==> src/rtl/jabber_guard_pkg.sv <==
package jabber_guard_pkg;

  typedef enum logic {
    JG_NORMAL = 1'b0,
    JG_JABBED = 1'b1
  } jg_state_t;

  // Width needed to hold values 0 .. lim-1
  function automatic int jg_width(input int lim);
    return (lim < 2) ? 1 : $clog2(lim);
  endfunction

  // True when the count is the last one before the limit
  function automatic logic jg_at_last(input logic [31:0] cnt, input int lim);
    return cnt == 32'(lim - 1);
  endfunction

endpackage

==> src/rtl/jabber_run_counter.sv <==
module jabber_run_counter #(
  parameter int LIM = 16,
  localparam int CW = jabber_guard_pkg::jg_width(LIM)
) (
  input  logic          clk,
  input  logic          rst_n,
  input  logic          clr,
  input  logic          inc,
  output logic [CW-1:0] cnt,
  output logic          hit
);
  import jabber_guard_pkg::*;

  logic at_last;

  assign at_last = jg_at_last(32'(cnt), LIM);
  assign hit     = inc && !clr && at_last;

  always_ff @(posedge clk or negedge rst_n) begin
    if (!rst_n)          cnt <= '0;
    else if (clr || hit) cnt <= '0;
    else if (inc)        cnt <= cnt + 1'b1;
  end
endmodule

==> src/rtl/jabber_ctrl.sv <==
module jabber_ctrl (
  input  logic clk,
  input  logic rst_n,
  input  logic len_hit,
  input  logic idle_hit,
  input  logic jab_disable,
  output jabber_guard_pkg::jg_state_t state
);
  import jabber_guard_pkg::*;

  jg_state_t nxt;

  always_comb begin
    nxt = state;
    unique case (state)
      JG_NORMAL: if (len_hit && !jab_disable) nxt = JG_JABBED;
      JG_JABBED: if (jab_disable || idle_hit) nxt = JG_NORMAL;
      default:   nxt = JG_NORMAL;
    endcase
  end

  always_ff @(posedge clk or negedge rst_n) begin
    if (!rst_n) state <= JG_NORMAL;
    else        state <= nxt;
  end
endmodule

==> src/rtl/jabber_guard.sv <==
module jabber_guard #(
  parameter int LIMIT_CYC = 1_500_000,
  parameter int UNJAB_CYC = 25_000_000,
  localparam int LW = jabber_guard_pkg::jg_width(LIMIT_CYC),
  localparam int IW = jabber_guard_pkg::jg_width(UNJAB_CYC)
) (
  input  logic clk,
  input  logic rst_n,
  input  logic tx_active,
  input  logic jab_disable,
  output logic tx_data_en,
  output logic col_req,
  output logic jab_led_n,
  output logic jab_state,
  output logic idle_sig_en
);
  import jabber_guard_pkg::*;

  jg_state_t       state;
  logic            in_jab;
  logic [LW-1:0]   len_cnt;
  logic [IW-1:0]   idle_cnt;
  logic            len_hit;
  logic            idle_hit;
  logic            len_clr;
  logic            idle_clr;

  assign in_jab   = (state == JG_JABBED);
  assign len_clr  = in_jab || jab_disable || !tx_active;
  assign idle_clr = !in_jab || jab_disable || tx_active;

  jabber_run_counter #(.LIM(LIMIT_CYC)) u_len (
    .clk(clk), .rst_n(rst_n), .clr(len_clr), .inc(tx_active),
    .cnt(len_cnt), .hit(len_hit)
  );

  jabber_run_counter #(.LIM(UNJAB_CYC)) u_idle (
    .clk(clk), .rst_n(rst_n), .clr(idle_clr), .inc(!tx_active),
    .cnt(idle_cnt), .hit(idle_hit)
  );

  jabber_ctrl u_ctrl (
    .clk(clk), .rst_n(rst_n), .len_hit(len_hit), .idle_hit(idle_hit),
    .jab_disable(jab_disable), .state(state)
  );

  assign jab_state   = in_jab;
  assign tx_data_en  = !in_jab;
  assign col_req     = in_jab;
  assign jab_led_n   = !in_jab;
  assign idle_sig_en = in_jab || !tx_active;
endmodule

==> config.mk <==
export PLATFORM = sky130hd
export DESIGN_NAME = jabber_guard
export DESIGN_NICKNAME = d
export VERILOG_FILES = /design/src/rtl/jabber_guard_pkg.sv /design/src/rtl/jabber_run_counter.sv /design/src/rtl/jabber_ctrl.sv /design/src/rtl/jabber_guard.sv
export SDC_FILE = /design/constraint.sdc
export NUM_CORES = 1
export LEC_CHECK = 0
export ABC_AREA = 1
export CAP_MARGIN = 40
export CORE_MARGIN = 2
export CORE_UTILIZATION = 45
export DETAILED_ROUTE_END_ITERATION = 10
export DONT_BUFFER_PORTS = 1
export PLACE_DENSITY = 0.61
export SLEW_MARGIN = 30
export SYNTH_ARGS = -nofsm -noshare
export SYNTH_HDL_FRONTEND = slang
export SYNTH_SLANG_ARGS = --single-unit
==> constraint.sdc <==
create_clock -name clk -period 4.9 [get_ports clk]
set_clock_uncertainty 0.05 [all_clocks]
set_input_delay 0.98 -clock clk [delete_from_list [all_inputs] [get_ports clk]]
set_output_delay 0.98 -clock clk [all_outputs]
set_load 0.02 [all_outputs]
==> run_results.csv <==
group,metric,value,unit
sta,clock.fmax,400,MHz
global_routing,grt_max_degree,48,
logic_synthesis,yosys.area_share.simple,40.1,%
sta,slew_headroom,51.7,%
placed_design,place.gp.congestion,0.896,
clocking,cts_setup_buffers,0,
route,wl_per_cell,12.2,µm
cells_and_area,drive_gt1_share,3.21,%
critical_path,crit_type,"flip-flop to primary output",
critical_path,worst-path-buf-inv,1,
critical_path,cp.required,3.87,ns
clocking,cts.htree.levels,2,
logic_synthesis,ys_seq_area_share,42.2,%
floorplanning,die_h,82.7,µm
logic_synthesis,synth_area,2790,µm²
cells_and_area,seqCellArea,1180,µm²
sta,min_period,2.50,ns
job,maxCapViolCount,0,
route,route.detailed.drc,0,
power_and_ir_drop,p_switching,0.000144,W
route,vias,2321,
logic_synthesis,synth_area_leaders,"dfrtp_1, nor2_1, nand2_1, xor2_1, inv_1",
critical_path,critPathLaunchType,"flip-flop",
route,ant_nets,0,
logic_synthesis,synth_seq_cells,47,
logic_synthesis,synth-adder-area-share,0.898,%
route,wirelength,5860,µm
logic_synthesis,yosys.area_share.xor_xnor,9.12,%
cells_and_area,multi_input_area,1420,µm²
placed_design,placed_cell_area,2830,µm²
critical_path,cp_data_arrival_time,1.47,ns
global_routing,antenna_found_initial,0,
route,viasPerCell,4.84,
route,dr.pass1.iters,4,
critical_path,worst_path_max_delay_cell,"dfrtp_1",
floorplanning,die-area,6840,µm²
floorplanning,die_x,82.7,µm
floorplanning,initial_core_util,46.8,%
critical_path,end_kind,"primary output",
sta,rsz0062_at_grt,"no",
placed_design,portBuffers,0,
power_and_ir_drop,p_leak,1.13,nW
power_and_ir_drop,intPower,0.000490,W
critical_path,cp_cell_sequence,"inv_1 > nand2_1",
sta,period_share,51.0,%
sta,worst_pin_slew,0.723,ns
status,status,"completed",
sta,hold_viol,0,
sta,final_max_slew_viol_count,0,
logic_synthesis,synth_top_area_share,42.2,%
placed_design,placedCellCount,472,
worst_hold_path,min_path_type,"primary input to async pin",
logic_synthesis,synth_edf_count,0,
critical_path,slowest_delay,0.60,ns
logic_synthesis,synthCells,403,
logic_synthesis,synthArstFlopShare,100,%
logic_synthesis,ys.flop_type,"dfrtp_1",
cells_and_area,stdcell_area,2910,µm²
clocking,cts_resized,0,
clocking,cts.sinks,47,
logic_synthesis,ys_types,20,
critical_path,r2r_end,"u_len.cnt[19]$_DFFE_PN0P_",
cells_and_area,diodes,0,
clocking,cts-hold-fix-buffers,0,
cells_and_area,fill_cells,607,
power_and_ir_drop,combPwrFrac,0.9,%
critical_path,crit_family,"flip-flops",
global_routing,overflow,0,
global_routing,grt_pass1_wl,10100,µm
critical_path,worstRegToRegCells,6,
floorplanning,ios,9,
logic_synthesis,muxShareOfSynthArea,0,%
power_and_ir_drop,p_seq_share,61.4,%
clocking,cts_buffer_depth,2,
clocking,tritoncts,"done",
global_routing,grt_pass1_vias,2234,
route,drtIter0Drc,219,
logic_synthesis,ys_top_cells_by_count,"nor2_1, nand2_1, dfrtp_1",
sta,setup_violations,0,
clocking,clk_pin_slew,0.09,ns
cells_and_area,syn_to_final_growth,4.54,%
sta,tns,0,ns
clocking,cts_inserted_buffers,5,
power_and_ir_drop,power-per-cell-area,217,nW/µm²
clocking,cts_root_buffer,"clkbuf_8",
logic_synthesis,syn_nets,409,
logic_synthesis,synth_area_leader_cell,"dfrtp_1",
logic_synthesis,synth-compound-area-share,0.898,%
power_and_ir_drop,swShare,22.7,%
critical_path,rrSetupSlack,2.66,ns
power_and_ir_drop,clock_power_share,37.6,%
logic_synthesis,synth_top_family_by_area,"simple AND/OR/NAND/NOR gates",
floorplanning,rows,28,
placed_design,dpl.hpwl,4340,µm
cells_and_area,finalNetCount,410,
logic_synthesis,yosysMostFrequentCell,"nor2_1",
floorplanning,coreArea,5960,µm²
power_and_ir_drop,peakVddDrop,116,µV
logic_synthesis,syn_avg_cell_area,6.91,µm²
cells_and_area,fin_cells,480,
logic_synthesis,yosys_warnings,0,
clocking,clk_latency,0.31,ns
global_routing,track_usage,19.2,%
critical_path,cp_max_fo,4,
critical_path,rr_startpoint,"u_ctrl.state$_DFF_PN0_",
## worst max path at each step
stage / to / cells past startpoint / from
4_1_cts: idle_sig_en / 2 / u_ctrl.state$_DFF_PN0_
6_report: idle_sig_en / 2 / u_ctrl.state$_DFF_PN0_
3_3_place_gp: u_len.cnt[17]$_DFFE_PN0P_ / 6 / jab_disable
3_5_place_dp: u_len.cnt[12]$_DFFE_PN0P_ / 6 / jab_disable
2_1_floorplan: idle_sig_en / 1 / tx_active
5_1_grt: idle_sig_en / 2 / u_ctrl.state$_DFF_PN0_
## metal layers
metal / track usage (%) / part of all wire [%] / vias up
met2: 28.5 / 42 / 40
li1: - / - / 1219
met5: 0 / 0 / -
met3: 3.26 / 3.4 / 5
met1: 29.0 / 54 / 1057
met4: 4.43 / 0.68 / 0
## stage by stage
stage          worst slack [ns]  utilization, %  total power, W  hold WS [ns]
2_1_floorplan              2.74               -        0.000403         0.421
3_3_place_gp               2.68            47.5        0.000403         0.448
3_5_place_dp               2.59            47.5        0.000403         0.450
4_1_cts                    2.39            48.9        0.000641         0.299
5_1_grt                    2.27            48.9        0.000655         0.291
6_report                   2.40            48.9        0.000633         0.302
## kinds of logic after synthesis
family | after synthesis
simple gates | 279
flops | 47
buf+inv | 42
xor+xnor | 29
compound gates | 4
fa+ha+maj | 2
## sequential cells by signal, summed over array words and instances, names as in the netlist
name / cells
u_ctrl.state: 1
u_idle.cnt: 25
u_len.cnt: 21
## power by group through the flow
stage,Sequential [W],Clock [W],Combinational (W)
2_1_floorplan,0.000397,0,0.00000578
3_3_place_gp,0.000397,0,0.00000578
3_5_place_dp,0.000397,0,0.00000595
4_1_cts,0.000389,0.000246,0.00000599
5_1_grt,0.000389,0.000259,0.00000706
6_report,0.000389,0.000238,0.00000584
## area by class of cell
cell class / count / area share (%)
flip-flops and latches: 47 / 40.4
inverters: 36 / 4.64
clock buffers: 6 / 2.49
multi-input cells: 314 / 48.8
well taps: 75 / 3.22
clock inverters: 2 / 0.430
## placed cells by master, fill, tap and decap left out, drive strengths merged
master / count
a21oi: 1
clkbuf: 6
clkinv: 1
clkinvlp: 1
dfrtp: 47
ha: 2
inv: 36
nand2: 121
nand3: 25
nand3b: 2
nand4: 2
nor2: 127
nor3: 2
o21ai: 1
o21bai: 2
xnor2: 9
xor2: 20
(Power assumes the default switching activity.)
